==> config.mk <==
export PLATFORM = sky130hd
export DESIGN_NAME = scsi_reqack_gen
export DESIGN_NICKNAME = d
export VERILOG_FILES = /design/src/rtl/scsi_hs_pkg.sv /design/src/rtl/scsi_hs_cfg.sv /design/src/rtl/scsi_hs_seq.sv /design/src/rtl/scsi_hs_strobe.sv /design/src/rtl/scsi_reqack_gen.sv
export SDC_FILE = /design/constraint.sdc
export NUM_CORES = 1
export LEC_CHECK = 0
export BUFFER_PORTS_ARGS = -buffer_cell sky130_fd_sc_hd__buf_2
export CORE_ASPECT_RATIO = 0.75
export CORE_MARGIN = 2
export CORE_UTILIZATION = 60
export CTS_CLUSTER_DIAMETER = 60
export CTS_CLUSTER_SIZE = 20
export DETAILED_ROUTE_END_ITERATION = 12
export GPL_TIMING_DRIVEN = 0
export PLACE_DENSITY_LB_ADDON = 0.2
export SLEW_MARGIN = 0
export SYNTH_ARGS = -nofsm -noshare
export SYNTH_HDL_FRONTEND = slang
export SYNTH_SLANG_ARGS = --single-unit
==> constraint.sdc <==
create_clock -name clk -period 7.54 [get_ports clk]
set_input_delay 1.131 -clock clk [delete_from_list [all_inputs] [get_ports clk]]
set_output_delay 1.131 -clock clk [all_outputs]
set_load 0.02 [all_outputs]
==> src/rtl/scsi_hs_pkg.sv <==
package scsi_hs_pkg;

  // Deassertion adjustment, biased by +1 so that it stays unsigned:
  // result = (half-cycle shift from nominal) + 1, range 0..4.
  function automatic logic [2:0] deas_bias(input logic fast, input logic [1:0] code);
    logic [2:0] b;
    if (!fast) begin
      b = {1'b0, code} + 3'd1;
    end else begin
      unique case (code)
        2'b00:   b = 3'd1;
        2'b01:   b = 3'd0;
        2'b10:   b = 3'd2;
        default: b = 3'd3;
      endcase
    end
    return b;
  endfunction

endpackage

==> src/rtl/scsi_hs_cfg.sv <==
module scsi_hs_cfg #(
  parameter int unsigned PER_W = 5,
  parameter int unsigned DLY_W = 2,
  parameter int unsigned MIN_PER = 4,
  localparam int unsigned PH_W = PER_W + 1
) (
  input  logic             clk,
  input  logic             rst_n,
  input  logic             load,
  input  logic [PER_W-1:0] per_raw,
  input  logic [DLY_W-1:0] asr_code,
  input  logic [1:0]       deas_code,
  input  logic             fast,
  output logic [PH_W-1:0]  a_q,
  output logic [PH_W-1:0]  d_q,
  output logic [PH_W-1:0]  last_q
);
  import scsi_hs_pkg::*;

  logic [PER_W-1:0] per_eff;
  logic [PH_W-1:0]  a_new, d_raw, d_floor, d_new, last_new;

  always_comb begin
    per_eff  = (per_raw < PER_W'(MIN_PER)) ? PER_W'(MIN_PER) : per_raw;
    last_new = {per_eff, 1'b0} - PH_W'(1);
    a_new    = PH_W'(asr_code);
    d_raw    = PH_W'(per_eff) + PH_W'(deas_bias(fast, deas_code)) - PH_W'(1);
    d_floor  = a_new + PH_W'(1);
    d_new    = (d_raw < d_floor) ? d_floor : d_raw;
  end

  always_ff @(posedge clk) begin
    if (!rst_n) begin
      a_q    <= '0;
      d_q    <= PH_W'(1);
      last_q <= PH_W'(2 * MIN_PER - 1);
    end else if (load) begin
      a_q    <= a_new;
      d_q    <= d_new;
      last_q <= last_new;
    end
  end

  p_per_floor_r3: assert property (@(posedge clk) disable iff (!rst_n)
    load |=> last_q >= PH_W'(2 * MIN_PER - 1));

  p_pulse_width_r7: assert property (@(posedge clk) disable iff (!rst_n)
    load |=> (d_q > a_q) && (d_q <= last_q));

endmodule

==> src/rtl/scsi_hs_seq.sv <==
module scsi_hs_seq #(
  parameter int unsigned CNT_W = 16,
  parameter int unsigned PH_W  = 6
) (
  input  logic             clk,
  input  logic             rst_n,
  input  logic             tick,
  input  logic             start,
  input  logic [CNT_W-1:0] count,
  input  logic [PH_W-1:0]  last_ph,
  output logic             load,
  output logic             run,
  output logic [PH_W-1:0]  phase,
  output logic             done
);
  logic [CNT_W-1:0] beats_left;
  logic             at_end;

  assign load   = start && !run;
  assign at_end = (phase == last_ph);

  always_ff @(posedge clk) begin
    if (!rst_n) begin
      run        <= 1'b0;
      phase      <= '0;
      beats_left <= '0;
      done       <= 1'b0;
    end else if (load) begin
      phase      <= '0;
      beats_left <= count;
      run        <= (count != '0);
      done       <= (count == '0);
    end else if (run && tick) begin
      if (at_end) begin
        phase <= '0;
        if (beats_left == CNT_W'(1)) begin
          run  <= 1'b0;
          done <= 1'b1;
        end
        beats_left <= beats_left - CNT_W'(1);
      end else begin
        phase <= phase + PH_W'(1);
      end
    end
  end

  p_start_loads_r9: assert property (@(posedge clk) disable iff (!rst_n)
    (!run && start && count != '0) |=> run && phase == '0 && beats_left == $past(count));

  p_busy_start_ignored_r9: assert property (@(posedge clk) disable iff (!rst_n)
    (run && start && !tick) |=> $stable(beats_left) && $stable(phase));

  p_no_tick_hold_r10: assert property (@(posedge clk) disable iff (!rst_n)
    (run && !tick) |=> $stable(phase) && $stable(beats_left) && run);

  p_finish_r8: assert property (@(posedge clk) disable iff (!rst_n)
    (run && tick && !start && at_end && beats_left == CNT_W'(1)) |=> done && !run);

endmodule

==> src/rtl/scsi_hs_strobe.sv <==
module scsi_hs_strobe #(
  parameter int unsigned PH_W = 6
) (
  input  logic            clk,
  input  logic            rst_n,
  input  logic            run,
  input  logic [PH_W-1:0] phase,
  input  logic [PH_W-1:0] a_q,
  input  logic [PH_W-1:0] d_q,
  output logic            data_valid,
  output logic            req_ack
);
  always_comb begin
    data_valid = run && (phase == '0);
    req_ack    = run && (phase >= a_q) && (phase < d_q);
  end

  p_rise_with_dv_r4: assert property (@(posedge clk) disable iff (!rst_n)
    ($rose(req_ack) && a_q == '0) |-> data_valid);

  p_fall_not_at_dv_r7: assert property (@(posedge clk) disable iff (!rst_n)
    ($fell(req_ack) && run) |-> !data_valid);

endmodule

==> src/rtl/scsi_reqack_gen.sv <==
module scsi_reqack_gen #(
  parameter int unsigned CNT_W = 16,
  parameter int unsigned PER_W = 5,
  parameter int unsigned DLY_W = 2,
  localparam int unsigned PH_W = PER_W + 1
) (
  input  logic             clk,
  input  logic             rst_n,
  input  logic             hc_tick,
  input  logic             xfer_start,
  input  logic [CNT_W-1:0] byte_count,
  input  logic [PER_W-1:0] period_sel,
  input  logic [DLY_W-1:0] asrt_sel,
  input  logic [1:0]       deas_sel,
  input  logic             fast_clk,
  output logic             data_valid,
  output logic             req_ack,
  output logic             xfer_done
);
  logic            load, run;
  logic [PH_W-1:0] phase, a_q, d_q, last_q;

  scsi_hs_cfg #(.PER_W(PER_W), .DLY_W(DLY_W)) u_cfg (
    .clk(clk), .rst_n(rst_n), .load(load),
    .per_raw(period_sel), .asr_code(asrt_sel), .deas_code(deas_sel), .fast(fast_clk),
    .a_q(a_q), .d_q(d_q), .last_q(last_q)
  );

  scsi_hs_seq #(.CNT_W(CNT_W), .PH_W(PH_W)) u_seq (
    .clk(clk), .rst_n(rst_n), .tick(hc_tick), .start(xfer_start), .count(byte_count),
    .last_ph(last_q), .load(load), .run(run), .phase(phase), .done(xfer_done)
  );

  scsi_hs_strobe #(.PH_W(PH_W)) u_strobe (
    .clk(clk), .rst_n(rst_n), .run(run), .phase(phase), .a_q(a_q), .d_q(d_q),
    .data_valid(data_valid), .req_ack(req_ack)
  );

  p_done_quiet_r8: assert property (@(posedge clk) disable iff (!rst_n)
    xfer_done |-> !req_ack && !data_valid);

endmodule

==> results of run 1 <==
-- per-stage QoR --
step	hold slack [ns]	util (%)
5_1_grt	0.483	70.7
3_5_place_dp	0.463	67.8
3_3_place_gp	0.455	67.8
6_report	0.469	70.7
4_1_cts	0.474	70.7
2_1_floorplan	0.443	-
-- kinds of logic (layout without fill, tap and decap cells) --
family          after synthesis  in the layout  share of synthesized area (%)
xor+xnor                     18             18                           6.34
flops                        37             37                           29.8
simple gates                113            113                           23.7
compound gates               75             75                           20.3
mux                           4              4                           1.71
buf+inv                      28             68                           4.28
fa+ha+maj                    27             27                           13.9
-- synth_stat cells (2+ instances only) --
master    number  area, sq um
dfxtp_1       37          741
nand2_1       33          124
ha_1          26          325
nor2_1        23         86.3
inv_1         19         71.3
a21oi_1       16         80.1
a21boi_1      12         90.1
o21ai_0       12         60.1
nor3_1        11         55.1
xor2_1        11         96.3
nor4_1        10         62.6
clkbuf_1       8         30.0
nand3_1        7         35.0
nor2b_1        7         43.8
xnor2_1        7         61.3
a22oi_1        6         45.0
nand2b_1       6         37.5
and3_1         4         25.0
a21boi_0       3         22.5
a21o_1         3         22.5
a31oi_1        3         18.8
o21a_1         3         22.5
a311oi_1       2         17.5
and2_1         2         12.5
mux2_2         2         22.5
mux2i_1        2         20.0
nand4_1        2         12.5
nor4_4         2         42.5
o211ai_1       2         15.0
o21ai_1        2         10.0
o311ai_1       2         17.5
or3_1          2         12.5
-- power breakdown --
| part | switching [mW] | internal [mW] | total, mW | leakage, nW |
|---|---|---|---|---|
| Combinational | 0.0774 | 0.0545 | 0.132 | 0.866 |
| Clock | 0.0730 | 0.108 | 0.181 | 0.0585 |
| Sequential | 0.0105 | 0.209 | 0.219 | 0.304 |
-- final timing paths --
| kind | from | end | slack (ns) | depth (start not counted) |
|---|---|---|---|---|
| max | period_sel[3] | u_cfg.d_q[0] | 3.40 | 14 |
| min | u_cfg.a_q[1] | u_cfg.a_q[1] | 0.47 | 2 |
| max reg2reg | u_seq.phase[2] | u_seq.beats_left[12] | 5.36 | 6 |
| min reg2reg | u_cfg.a_q[1] | u_cfg.a_q[1] | 0.47 | 2 |
-- area by class of cell --
cell class              count  area share [%]
plain buffers               9            1.24
clock inverters             1            1.06
repair buffers             32            5.66
flip-flops and latches     37            26.2
well taps                  55            2.43
inverters                  19            2.52
clock buffers               7            3.05
multi-input cells         237            57.9
-- flip-flops by register name, indices dropped and copies added (netlist names) --
register          cells
u_seq.done            1
u_cfg.a_q             2
u_seq.beats_left     16
u_cfg.last_q          5
u_cfg.d_q             6
u_seq.run             1
u_seq.phase           6
-- tightest hold or removal path: stages (launching register included) --
cell,delay [ns]
dfxtp_1,0.31
nand2_1,0.05
a21boi_0,0.06
-- routing by layer --
layer | routed length, um | track usage (%) | vias up
met5 | 0 | 0 | -
met1 | 2900 | 39.3 | 1092
li1 | - | - | 1157
met2 | 2600 | 42.7 | 99
met3 | 492 | 6.04 | 9
met4 | 42 | 6.02 | 0
==> out/results.tsv, run 1 <==
stage	metric	value	unit
final_layout	final net count	398	
place	GPL Wtd Cong	0.915	
pwr	worst vdd ir	0.140	mV
clock_network	total setup buffers inserted after CTS	0	
timing	Worst Tran Pin Value	0.797	ns
timing	Fmax	242	MHz
synthesis	Seq cells post-synth	37	
global_routing	largest net degree at the start of global routing	12	
final_layout	number of diodes	0	
floorplanning	die height	59.7	um
place	Placed Cells	389	
critical_path	CP bufs+invs	3	
critical_path	CP max stage cell	fa_1	
timing	setup TNS	0	ns
floorplanning	IO Count	33	
synthesis	syn nets	359	
clock_network	CTS Sinks	37	
timing	setup ws final	3.40	ns
synthesis	Synth cell types	47	
place	# port buffers	32	
floorplanning	row count	20	
timing	Min Clock Period, post-route	4.14	ns
clock_network	TritonCTS clock tree	built	
global_routing	vias in the first global route	2114	
final_layout	cell area after layout	0.00283	sq mm
critical_path	cell repeated most along the worst path	ha_1	
clock_network	# resized after CTS	0	
final_layout	fill count	347	
floorplanning	Initial Util	62.1	%
synthesis	Post-synth EDFFs	0	
floorplanning	core area	0.00400	sq mm
final_layout	leading cell type in the layout, fill and taps excluded	dfxtp_1	
timing	Final Skew	0.00699	ns
synthesis	Avg Cell Area, Syn	8.23	sq um
clock_network	worst skew pair latency	0.29	ns
final_layout	multi-input logic area	0.00164	sq mm
final_layout	most frequent cells in the layout	37 x dfxtp_1, 33 x nand2_1, 33 x buf_2	
critical_path	Setup Crit Path Kind	input pin to register	
final_layout	P&R area growth vs syn	13.9	%
clock_network	Worst-path clk slew	0.07	ns
hold_path	type of the tightest min-delay check	register to register	
pwr	pwr/cell area	188	mW/mm^2
synthesis	Cell Area, Synth	0.00249	sq mm
final_layout	Seq. cell area	741	sq um
global_routing	initial antenna violation count	0	
timing	fin. max-slew vios	0	
run	Max-Cap Viols	0	
timing	unrepaired setup endpoints after global routing	false	
global_routing	GRT overflow	0	
clock_network	total CTS buffers	5	
synthesis	Synth warnings	0	
route	DRC Markers	0	
route	drt first pass iters	5	
route	final WL	6030	um
synthesis	Primary FF master, synth	dfxtp_1	
final_layout	ratio of cells with drive above 1 in the final layout	14.0	%
clock_network	Clock Path Buffers	2	
critical_path	Worst Setup Start Kind	input pin	
clock_network	CTS Root Cell	clkbuf_8	
place	hpwl dp	4580	um
floorplanning	die width	78.3	um
critical_path	CP cell instances	buf_2 -> inv_1 -> ha_1 -> a21bo_2 -> nand2_1 -> ha_1 -> inv_1 -> ha_1 -> fa_1 -> ha_1 -> nor2b_1 -> nor4b_2 -> mux2_2 -> o211ai_1	
status	outcome	finished clean	
critical_path	cell family with most CP delay	adder cells	
synthesis	register area share after synthesis	29.8	%
place	Place WS	3.09	ns
timing	period utilization	54.9	%
clock_network	H-tree levels	2	
final_layout	final non-filler cell total	397	
synthesis	share of flip-flops with an asynchronous set or reset	0	%
critical_path	CP endpoint kind	register	
route	Initial DRC Count	216	
global_routing	Global Route Usage Sum	27.4	%
clock_network	number of hold buffers added after cts	0	
critical_path	Worst Path Required	7.75	ns
critical_path	CP peak stage delay	0.51	ns
route	DR vias	2357	
pwr	leakage power	1.23	nW
global_routing	first-pass GRT wire length	9960	um
route	vias per cell	5.94	
synthesis	Syn Inst Count	302	
critical_path	WP data arrival	4.35	ns
route	per-cell routed wire length	15.2	um
floorplanning	die area	0.00468	sq mm
timing	Fin. Hold Viols	0	
route	number of routed nets with antenna violations	0	
timing	Relative slew margins	46.9	%
pwr	Power, Total	0.532	mW
place	dpl cell area	0.00272	sq mm
critical_path	CP max FO	6	
timing	Final Setup Violations	0	
No activity file was read; power rests on OpenSTA's default activity.
==> run 2: changes to the inputs <==
Settings changed: CORE_UTILIZATION 60 to 58.
Clock period 7.54 ns to 3.9 ns, I/O delays scaled along.
==> out/results.tsv, run 2 (synthesized netlist as in run 1, its figures left out) <==
stage	metric	value	unit
timing	Worst Tran Pin Value	0.759	ns
final_layout	number of diodes	0	
clock_network	Worst-path clk slew	0.07	ns
hold_path	worst hold stages	2	
place	# port buffers	32	
route	per-cell routed wire length	15.5	um
route	number of routed nets with antenna violations	0	
pwr	sequential group share of total power	43.3	%
route	DR vias	2313	
clock_network	CTS Root Cell	clkbuf_8	
timing	fin. max-slew vios	0	
timing	Final Skew	0.00483	ns
timing	final hold slack	0.467	ns
pwr	Power, Total	0.978	mW
global_routing	Global Route Usage Sum	27.7	%
critical_path	Setup Crit Path Kind	input pin to register	
status	outcome	finished clean	
critical_path	reg2reg start	u_seq.phase[2]	
clock_network	CTS Sinks	37	
floorplanning	row count	20	
pwr	Internal Power	0.668	mW
timing	Final Setup Violations	0	
timing	unrepaired setup endpoints after global routing	false	
place	GPL Wtd Cong	0.965	
hold_path	type of the tightest min-delay check	register to register	
critical_path	CP endpoint kind	register	
run	Max-Cap Viols	0	
floorplanning	Initial Util	61.0	%
global_routing	first-pass GRT wire length	10200	um
hold_path	Hold Crit Endpoint	u_cfg.a_q[1]	
global_routing	initial antenna violation count	0	
critical_path	cell repeated most along the worst path	ha_1	
critical_path	slack of the worst reg-to-reg path	1.73	ns
final_layout	most frequent cells in the layout	37 x dfxtp_1, 33 x nand2_1, 33 x buf_2	
final_layout	ratio of cells with drive above 1 in the final layout	14.3	%
global_routing	largest net degree at the start of global routing	12	
pwr	Sw Share	31.7	%
floorplanning	die area	0.00483	sq mm
critical_path	WP data arrival	3.81	ns
timing	period utilization	92.2	%
clock_network	Clock Path Buffers	2	
clock_network	H-tree levels	2	
final_layout	max reg flops	16	
clock_network	total setup buffers inserted after CTS	0	
pwr	pwr/cell area	347	mW/mm^2
pwr	combinational power share	25.9	%
critical_path	Worst Path Required	4.12	ns
pwr	worst vdd ir	0.214	mV
pwr	portion of total power attributed to the clock network	30.8	%
clock_network	worst skew pair latency	0.30	ns
route	vias per cell	5.83	
route	Initial DRC Count	208	
final_layout	multi-input logic area	0.00164	sq mm
critical_path	CP max stage cell	fa_1	
clock_network	total CTS buffers	5	
place	hpwl dp	4620	um
global_routing	GRT overflow	0	
timing	Fmax	278	MHz
final_layout	fill count	365	
clock_network	TritonCTS clock tree	built	
timing	Fin. Hold Viols	0	
critical_path	worst setup path start	period_sel[3]	
pwr	sw power	0.310	mW
clock_network	# resized after CTS	0	
hold_path	Hold Startpoint	u_cfg.a_q[1]	
route	drt first pass iters	5	
floorplanning	die width	79.6	um
route	final WL	6150	um
floorplanning	die height	60.7	um
critical_path	Worst Setup Start Kind	input pin	
floorplanning	core area	0.00408	sq mm
final_layout	largest reg by FF count	u_seq.beats_left	
timing	Min Clock Period, post-route	3.59	ns
clock_network	number of hold buffers added after cts	0	
route	DRC Markers	0	
critical_path	CP peak stage delay	0.51	ns
final_layout	leading cell type in the layout, fill and taps excluded	dfxtp_1	
timing	setup TNS	0	ns
final_layout	final non-filler cell total	397	
critical_path	CP max FO	6	
critical_path	reg2reg end	u_seq.beats_left[12]	
critical_path	reg2reg path depth	6	
critical_path	CP cell instances	buf_2 -> inv_1 -> ha_1 -> a21bo_2 -> nand2_1 -> ha_1 -> inv_1 -> ha_1 -> fa_1 -> ha_1 -> nor2b_1 -> nor4b_2 -> mux2_2 -> o211ai_1	
pwr	leakage power	1.22	nW
final_layout	P&R area growth vs syn	13.3	%
place	Placed Cells	389	
final_layout	biggest regs	u_seq.beats_left x16, u_cfg.d_q x6, u_seq.phase x6	
global_routing	vias in the first global route	2112	
floorplanning	IO Count	33	
final_layout	Seq. cell area	741	sq um
timing	Relative slew margins	49.4	%
final_layout	final net count	398	
final_layout	Util after Layout	69.0	%
[run 2: worst max-delay path: cells and delay by family]
kind,cells,cell delay (ns)
AND/OR/NAND/NOR,3,0.80
adder cells (fa/ha/maj),5,1.35
AO/OA/AOI/OAI,2,0.42
buffers and inverters,3,0.27
multiplexers,1,0.39
[run 2: routing by layer]
metal	vias to the layer above	global-route usage, %	part of all wire, %
met2	79	41.5	43
li1	1149	-	-
met3	12	5.21	7.1
met1	1073	41.0	49
met5	-	0	0
met4	0	7.39	1.3
[run 2: through the flow]
| step | instance area (sq um) | worst slack [ns] |
|---|---|---|
| after floorplan | 2490 | 0.438 |
| final | 2820 | 0.306 |
| after detailed placement | 2720 | 0.0272 |
| after global placement | 2720 | 0.0692 |
| after CTS | 2820 | 0.323 |
| after global routing | 2820 | 0.0932 |
[run 2: cell type report]
type / count / area share, %
timing repair buffer: 32 / 5.69
clock inverter: 1 / 0.178
sequential: 37 / 26.3
multi-input combinational: 237 / 58.2
tap: 55 / 2.44
clock buffer: 7 / 3.42
buffer: 9 / 1.24
inverter: 19 / 2.53
[run 2: worst max path at each step]
stage | endpoint | cells after the start | slack, ns
2_1_floorplan | u_cfg.d_q[0] | 13 | 0.44
3_3_place_gp | u_cfg.d_q[0] | 14 | 0.07
3_5_place_dp | u_cfg.d_q[0] | 14 | 0.03
4_1_cts | u_cfg.d_q[0] | 14 | 0.32
5_1_grt | u_cfg.d_q[0] | 14 | 0.09
6_report | u_cfg.d_q[0] | 14 | 0.31
[run 2: power groups by stage]
stage	registers, mW	logic (mW)	clock network, mW
floorplan	0.427	0.178	0
global placement	0.430	0.240	0
detailed placement	0.431	0.249	0
CTS	0.422	0.251	0.303
global route	0.426	0.284	0.321
finish	0.423	0.254	0.302
